File: src/rtl/crd_pkg.sv
package crd_pkg;

  // Strobes from control to the measurement datapath.
  typedef struct packed {
    logic restart;
  } ctrlStrobe_t;

  // Events from the datapath to control.
  typedef struct packed {
    logic frameDone;
    logic mclkEdge;
    logic idleHit;
  } measEvt_t;

  typedef enum logic [2:0] {
    RC_NONE = 3'd0,
    RC_128  = 3'd1,
    RC_192  = 3'd2,
    RC_256  = 3'd3,
    RC_384  = 3'd4,
    RC_512  = 3'd5,
    RC_768  = 3'd6
  } ratioCode_t;

endpackage

File: src/rtl/crd_meas.sv
module crd_meas
  import crd_pkg::*;
#(
  parameter int CNT_W       = 10,
  parameter int SCW         = 7,
  parameter int PER_W       = 12,
  parameter int IDLE_LIMIT  = 1024,
  parameter int SYNC_STAGES = 2
) (
  input  logic             clk,
  input  logic             rstN,
  input  logic             mclkIn,
  input  logic             lrckIn,
  input  logic             sclkIn,
  input  ctrlStrobe_t      strobe,
  output measEvt_t         evt,
  output logic [CNT_W-1:0] mclkCount,
  output logic [SCW-1:0]   sclkCount,
  output logic [PER_W-1:0] frameLen
);
  localparam int IDLE_W = $clog2(IDLE_LIMIT + 1);
  localparam logic [CNT_W-1:0] CNT_MAX = '1;
  localparam logic [SCW-1:0]   SC_MAX  = '1;
  localparam logic [PER_W-1:0] PER_MAX = '1;

  // Synchroniser chain, one bit per audio clock: {sclk, lrck, mclk}
  logic [2:0] syncQ [SYNC_STAGES];
  logic [2:0] prevLvl;

  always_ff @(posedge clk) begin
    if (!rstN) syncQ[0] <= '0;
    else       syncQ[0] <= {sclkIn, lrckIn, mclkIn};
  end

  for (genvar s = 1; s < SYNC_STAGES; s++) begin : g_sync
    always_ff @(posedge clk) begin
      if (!rstN) syncQ[s] <= '0;
      else       syncQ[s] <= syncQ[s-1];
    end
  end

  always_ff @(posedge clk) begin
    if (!rstN) prevLvl <= '0;
    else       prevLvl <= syncQ[SYNC_STAGES-1];
  end

  logic [2:0] lvl;
  logic mclkRise, lrckRise, sclkRise, mclkAny;
  assign lvl      = syncQ[SYNC_STAGES-1];
  assign mclkRise = lvl[0] & ~prevLvl[0];
  assign mclkAny  = lvl[0] ^ prevLvl[0];
  assign lrckRise = lvl[1] & ~prevLvl[1];
  assign sclkRise = lvl[2] & ~prevLvl[2];

  // Static master-clock watchdog
  logic [IDLE_W-1:0] idleCnt;
  always_ff @(posedge clk) begin
    if (!rstN)                                   idleCnt <= '0;
    else if (mclkAny)                            idleCnt <= '0;
    else if (idleCnt != IDLE_W'(IDLE_LIMIT))     idleCnt <= idleCnt + 1'b1;
  end

  // Per-frame counters with saturation
  logic [CNT_W-1:0] mcCnt, mcNext;
  logic [SCW-1:0]   scCnt, scNext;
  logic [PER_W-1:0] pCnt, pNext;
  logic             armed, frameDoneQ;

  assign mcNext = (mcCnt == CNT_MAX) ? mcCnt : mcCnt + CNT_W'(mclkRise);
  assign scNext = (scCnt == SC_MAX)  ? scCnt : scCnt + SCW'(sclkRise);
  assign pNext  = (pCnt == PER_MAX)  ? pCnt  : pCnt + 1'b1;

  always_ff @(posedge clk) begin
    if (!rstN || strobe.restart) begin
      mcCnt <= '0; scCnt <= '0; pCnt <= '0;
      mclkCount <= '0; sclkCount <= '0; frameLen <= '0;
      armed <= 1'b0; frameDoneQ <= 1'b0;
    end else begin
      frameDoneQ <= lrckRise & armed;
      if (lrckRise) begin
        armed     <= 1'b1;
        mclkCount <= mcNext;
        sclkCount <= scNext;
        frameLen  <= pNext;
        mcCnt <= '0; scCnt <= '0; pCnt <= '0;
      end else begin
        mcCnt <= mcNext; scCnt <= scNext; pCnt <= pNext;
      end
    end
  end

  assign evt.frameDone = frameDoneQ;
  assign evt.mclkEdge  = mclkAny;
  assign evt.idleHit   = (idleCnt == IDLE_W'(IDLE_LIMIT));

endmodule

File: src/rtl/crd_ctrl.sv
module crd_ctrl
  import crd_pkg::*;
#(
  parameter int CNT_W  = 10,
  parameter int SCW    = 7,
  parameter int PER_W  = 12,
  parameter int DS_MIN = 240,
  parameter int DS_MAX = 800,
  parameter int SS_MIN = 1000,
  parameter int SS_MAX = 3200
) (
  input  logic             clk,
  input  logic             rstN,
  input  measEvt_t         evt,
  input  logic [CNT_W-1:0] mclkCount,
  input  logic [SCW-1:0]   sclkCount,
  input  logic [PER_W-1:0] frameLen,
  output ctrlStrobe_t      strobe,
  output logic             speedDouble,
  output logic [2:0]       ratioCode,
  output logic             div2Sel,
  output logic             locked,
  output logic             powerDown,
  output logic [1:0]       sclkRatio,
  output logic             rateErr
);
  localparam logic [PER_W-1:0] DS_LO = PER_W'(DS_MIN);
  localparam logic [PER_W-1:0] DS_HI = PER_W'(DS_MAX);
  localparam logic [PER_W-1:0] SS_LO = PER_W'(SS_MIN);
  localparam logic [PER_W-1:0] SS_HI = PER_W'(SS_MAX);

  function automatic ratioCode_t decodeCount(input logic [CNT_W-1:0] c);
    case (c)
      CNT_W'(128): return RC_128;
      CNT_W'(192): return RC_192;
      CNT_W'(256): return RC_256;
      CNT_W'(384): return RC_384;
      CNT_W'(512): return RC_512;
      CNT_W'(768): return RC_768;
      default:     return RC_NONE;
    endcase
  endfunction

  // Per-frame classification
  logic       inDs, inSs, legalRc, sc48Ok, newValid, newDiv2, match;
  ratioCode_t rc;
  logic [1:0] sc;

  always_comb begin
    inDs = (frameLen >= DS_LO) && (frameLen <= DS_HI);
    inSs = (frameLen >= SS_LO) && (frameLen <= SS_HI);
    rc   = decodeCount(mclkCount);
    if (inDs) legalRc = (rc == RC_128) || (rc == RC_192) || (rc == RC_256) || (rc == RC_384);
    else      legalRc = (rc == RC_256) || (rc == RC_384) || (rc == RC_512) || (rc == RC_768);
    if (sclkCount == SCW'(64))      sc = 2'd1;
    else if (sclkCount == SCW'(48)) sc = 2'd2;
    else                            sc = 2'd0;
    sc48Ok   = (rc == RC_192) || (rc == RC_384) || (rc == RC_768);
    newValid = (inDs || inSs) && legalRc && (sc != 2'd0) && ((sc != 2'd2) || sc48Ok);
    newDiv2  = inDs ? ((rc == RC_256) || (rc == RC_384))
                    : ((rc == RC_512) || (rc == RC_768));
  end

  // Candidate from the previous frame
  logic             candValid, candSpeed;
  logic [CNT_W-1:0] candCount;
  logic [1:0]       candSclk;

  assign match = newValid && candValid && (candCount == mclkCount)
              && (candSpeed == inDs) && (candSclk == sc);

  // Power-down tracking
  logic pdReg;
  always_ff @(posedge clk) begin
    if (!rstN)                     pdReg <= 1'b0;
    else if (pdReg && evt.mclkEdge) pdReg <= 1'b0;
    else if (evt.idleHit)          pdReg <= 1'b1;
  end

  assign strobe.restart = pdReg | evt.idleHit;

  ratioCode_t outCode;
  logic       outSpeed, outDiv2, lockReg, errReg;
  logic [1:0] outSclk;

  always_ff @(posedge clk) begin
    if (!rstN || strobe.restart) begin
      candValid <= 1'b0; candSpeed <= 1'b0; candCount <= '0; candSclk <= '0;
      lockReg <= 1'b0; errReg <= 1'b0;
      outCode <= RC_NONE; outSpeed <= 1'b0; outDiv2 <= 1'b0; outSclk <= '0;
    end else if (evt.frameDone) begin
      candValid <= newValid;
      candSpeed <= inDs;
      candCount <= mclkCount;
      candSclk  <= sc;
      errReg    <= !(inDs || inSs);
      lockReg   <= match;
      if (match) begin
        outCode <= rc; outSpeed <= inDs; outDiv2 <= newDiv2; outSclk <= sc;
      end else begin
        outCode <= RC_NONE; outSpeed <= 1'b0; outDiv2 <= 1'b0; outSclk <= '0;
      end
    end
  end

  assign speedDouble = outSpeed;
  assign ratioCode   = outCode;
  assign div2Sel     = outDiv2;
  assign locked      = lockReg;
  assign powerDown   = pdReg;
  assign sclkRatio   = outSclk;
  assign rateErr     = errReg;

endmodule

File: src/rtl/clk_ratio_detect.sv
module clk_ratio_detect
  import crd_pkg::*;
#(
  parameter int DS_MIN      = 240,
  parameter int DS_MAX      = 800,
  parameter int SS_MIN      = 1000,
  parameter int SS_MAX      = 3200,
  parameter int IDLE_LIMIT  = 1024,
  parameter int MAX_RATIO   = 768,
  parameter int MAX_SCLK    = 64,
  parameter int SYNC_STAGES = 2
) (
  input  logic       refClk,
  input  logic       rstN,
  input  logic       mclkIn,
  input  logic       lrckIn,
  input  logic       sclkIn,
  output logic       speedDouble,
  output logic [2:0] ratioCode,
  output logic       div2Sel,
  output logic       locked,
  output logic       powerDown,
  output logic [1:0] sclkRatio,
  output logic       rateErr
);
  localparam int CNT_W = $clog2(MAX_RATIO + 2);
  localparam int SCW   = $clog2(MAX_SCLK + 2);
  localparam int PER_W = $clog2(SS_MAX + 2);

  ctrlStrobe_t      strobe;
  measEvt_t         evt;
  logic [CNT_W-1:0] mclkCount;
  logic [SCW-1:0]   sclkCount;
  logic [PER_W-1:0] frameLen;

  crd_meas #(
    .CNT_W(CNT_W), .SCW(SCW), .PER_W(PER_W),
    .IDLE_LIMIT(IDLE_LIMIT), .SYNC_STAGES(SYNC_STAGES)
  ) meas_i (
    .clk(refClk), .rstN(rstN), .mclkIn(mclkIn), .lrckIn(lrckIn), .sclkIn(sclkIn),
    .strobe(strobe), .evt(evt), .mclkCount(mclkCount), .sclkCount(sclkCount),
    .frameLen(frameLen)
  );

  crd_ctrl #(
    .CNT_W(CNT_W), .SCW(SCW), .PER_W(PER_W),
    .DS_MIN(DS_MIN), .DS_MAX(DS_MAX), .SS_MIN(SS_MIN), .SS_MAX(SS_MAX)
  ) ctrl_i (
    .clk(refClk), .rstN(rstN), .evt(evt), .mclkCount(mclkCount),
    .sclkCount(sclkCount), .frameLen(frameLen), .strobe(strobe),
    .speedDouble(speedDouble), .ratioCode(ratioCode), .div2Sel(div2Sel),
    .locked(locked), .powerDown(powerDown), .sclkRatio(sclkRatio), .rateErr(rateErr)
  );

endmodule

File: config.mk
export PLATFORM = sky130hd
export DESIGN_NAME = clk_ratio_detect
export DESIGN_NICKNAME = d
export VERILOG_FILES = /design/src/rtl/crd_pkg.sv /design/src/rtl/crd_meas.sv /design/src/rtl/crd_ctrl.sv /design/src/rtl/clk_ratio_detect.sv
export SDC_FILE = /design/constraint.sdc
export NUM_CORES = 1
export LEC_CHECK = 0
export BUFFER_PORTS_ARGS = -buffer_cell sky130_fd_sc_hd__buf_2
export CORE_MARGIN = 10
export CORE_UTILIZATION = 53
export CTS_BUF_LIST = sky130_fd_sc_hd__clkbuf_2 sky130_fd_sc_hd__clkbuf_4 sky130_fd_sc_hd__clkbuf_8
export DETAILED_ROUTE_END_ITERATION = 12
export GPL_ROUTABILITY_DRIVEN = 0
export PLACE_DENSITY = 0.7
export SLEW_MARGIN = 20
export SYNTH_ARGS = -nofsm -noshare
export SYNTH_HDL_FRONTEND = slang
export SYNTH_SLANG_ARGS = --single-unit
File: constraint.sdc
create_clock -name refClk -period 3.2 [get_ports refClk]
set_input_delay 0.16 -clock refClk [delete_from_list [all_inputs] [get_ports refClk]]
set_output_delay 0.16 -clock refClk [all_outputs]
set_load 0.01 [all_outputs]
==> metrics.txt <==
Initial Util=55.1%; post-layout net count=519; Max transition margin=approximately 44%; Sw Ratio=24.5%; DP HPWL=5520 µm; largest net degree at the start of global routing=31; Starting DRT DRC Count=approximately 120; slowest CP cell=or4_1; Die W=110 µm; Final Non-Filler Cells=roughly 610; sequential share of power=61.2%; status=complete, no violations; n_diodes=0; register bit total from synthesis=~100; DR vias=3255; Clock Latency Late Sink=370 ps; unrepaired setup endpoints after global routing=false; HP Class=in2reg; initial antenna violation count=0; CP Capture Type=flop; GRT overflow=0; worst r2r src=meas_i.mclkCount[0]; Slew Limit Fails=0; Routed wire per std cell=12.8 µm; Gate power share=between 3 and 4%; Final Cycle Share=80.4%; IO Pins=15; area of the mapped netlist=between 4000 and 5000 µm²; PostCTS Resize Cnt=0; Max Fclk=roughly 0.39 GHz; wire length of the first global-routing pass=13900 µm; # rows=32; DR DRC count=0; Final Power=0.00216 W; Max Cap Viol=0; crit-path max FO=8; Clk pin slew, worst setup/hold paths=110 ps; Crit Path Category=reg2reg; Mapped Cells=491; synth top area cells=dfxtp_1 48%, nor2_1 6.8%, nand2_1 4.9%; post-synth top area cell=dfxtp_1; WP data arrival=2870 ps; hold path depth=2; most frequent cells in the layout=104 x dfxtp_1, 78 x nor2_1, 57 x nand2_1, 23 x nand3_1, 23 x xor2_1; Tightest Pin Transition=827 ps; ANT nets after route=0; core region area=a little under 8000 µm²; Hold Path Sink=ctrl_i.powerDown; CP peak stage delay=560 ps; placed insts=594; Yosys Warn Count=0; Global Route Usage Sum=roughly 14%; Final Skew=16.7 ps; area grow syn2layout=8.68%; number of vias per cell=5.31; Leak=about 1.8 nW; maximum VDD drop=308 µV; sequential share of the synthesized area=48.2%; crit path cell chain=or4_1 > or3_4 > or4b_4 > a221oi_4 > nand4_4 > o21ai_1; full die area=12200 µm²; cts bufs inserted=9; async set-reset flop share out of synthesis=0%; die height=110 µm; Reg2Reg Depth=6; Synth top area share=48.2%; CTS tree=done; EDFF count, synth=0; min-delay src=rstN; Reg-to-Reg End=ctrl_i.ratioCode[0]; Net Switching=about 0.00053 W; average size of a mapped cell=between 8 and 9 µm²; IO Port Bufs=14; pwr/cell area=459 nW/µm²; final setup vio count=0; DRT Pass-1 Iters=4; WL final=7820 µm; share of layout cells above drive strength 1=8.41%; Clock power frac=35.5%; Int Pwr=between 0.0015 and 0.002 W; clock buffer depth=2; post-synth cell types=45; Most used DFF post-synth=dfxtp_1; most common cell after layout, fill and taps aside=dfxtp_1; Required @ worst endpoint=3500 ps; Fin. Hold Viols=0; H-tree lvl count=3; net count after synthesis=504; Period minus WS final=2570 ps; vias in the first global route=3185; R2R Setup Slk=~630 ps; TNS Setup=0 ps; root buf cell=clkbuf_8; CP Launch Type=flop; Clock Sinks=104
==> worst max path at each step <==
| stage | start | to | slack [ps] | cells after the start |
|---|---|---|---|---|
| after global placement | meas_i.mclkCount[0] | ctrl_i.ratioCode[0] | 700 | 6 |
| after global routing | meas_i.mclkCount[0] | ctrl_i.ratioCode[0] | 490 | 6 |
| after CTS | meas_i.mclkCount[0] | ctrl_i.ratioCode[0] | 600 | 6 |
| final | meas_i.mclkCount[0] | ctrl_i.ratioCode[0] | 630 | 6 |
| after detailed placement | meas_i.mclkCount[0] | ctrl_i.div2Sel | 620 | 6 |
| after floorplan | meas_i.mclkCount[0] | ctrl_i.div2Sel | 820 | 6 |
==> per-layer routing <==
layer  part of all wire, %  track usage, %  wire length, µm  vias to the layer above
met3                   3.4            2.84              267                       10
met1                    48            16.7             3790                     1502
met5                     0               0                0                        -
li1                      -               -                -                     1709
met4                   1.4            6.24              112                        0
met2                    47            23.5             3650                       34
==> state kept, by name (all words and copies together) (netlist names), 2 cells and up <==
| name | flops |
|---|---|
| meas_i.prevLvl | 3 |
| meas_i.mcCnt | 10 |
| ctrl_i.sclkRatio | 2 |
| meas_i.mclkCount | 10 |
| meas_i.pCnt | 12 |
| meas_i.frameLen | 12 |
| meas_i.syncQ | 6 |
| ctrl_i.candSclk | 2 |
| ctrl_i.candCount | 10 |
| meas_i.scCnt | 7 |
| ctrl_i.ratioCode | 3 |
| meas_i.sclkCount | 7 |
| meas_i.idleCnt | 11 |
==> logic make-up (layout without fill, tap and decap cells) <==
logic type,after synthesis,after routing,synth area share (%)
compound gates,73,73,10.2
xor+xnor,39,39,7.90
fa+ha+maj,8,8,2.32
buf+inv,24,44,2.08
flops,104,104,48.2
mux,18,18,4.20
simple gates,225,225,25.1
==> worst max-delay path, delay by kind of cell, from the launching register on <==
family | cells | cell delay [ps]
flip-flops | 1 | 350
AND/OR/NAND/NOR | 4 | 1610
AO/OA/AOI/OAI | 2 | 520
==> power groups by stage <==
stage / sequential (W) / combinational (W) / clock [W]
floorplan: 0.00135 / 0.0000527 / 0
global placement: 0.00135 / 0.0000690 / 0
detailed placement: 0.00135 / 0.0000714 / 0
CTS: 0.00132 / 0.0000743 / 0.000789
global route: 0.00132 / 0.0000844 / 0.000835
finish: 0.00132 / 0.0000730 / 0.000764
==> synthesized netlist by cell type, types with 3 or more instances <==
cell type / n
dfxtp_1: 104
nor2_1: 78
nand2_1: 57
nand3_1: 23
xor2_1: 23
o21ai_0: 22
a21oi_1: 18
mux2i_1: 17
o21ai_1: 16
xnor2_1: 16
clkbuf_1: 15
and2_1: 12
nand2b_1: 10
nor3_1: 9
ha_1: 8
inv_1: 6
nand4_1: 6
nor4_1: 6
a21o_1: 4
and3_1: 3
buf_1: 3
nand3b_1: 3
nor2b_1: 3
or4_1: 3
==> per-stage QoR <==
step	setup WS, ps	hold slack [ps]	utilization (%)	instance area, µm²
5_1_grt	493	146	59.9	4700
2_1_floorplan	825	287	-	4320
6_report	627	138	59.9	4700
4_1_cts	596	125	59.9	4700
3_3_place_gp	701	366	57.2	4490
3_5_place_dp	624	370	57.2	4490
==> final cells by class <==
cell class              count  area (µm²)
multi-input cells         363        2150
inverters                   6        22.5
clock inverters             7        53.8
fillers                   731        3150
repair buffers             22         138
flip-flops and latches    104        2080
clock buffers               9         124
well taps                 102         128
==> what timing repair did <==
item / CTS / global route
endpoints found under the hold margin: 3 / 0
buffers inserted: 0 / 0
hold buffers: 3 / 0
endpoints found under the setup margin: 0 / 0
Note: power is estimated with default switching activity, not from simulation.
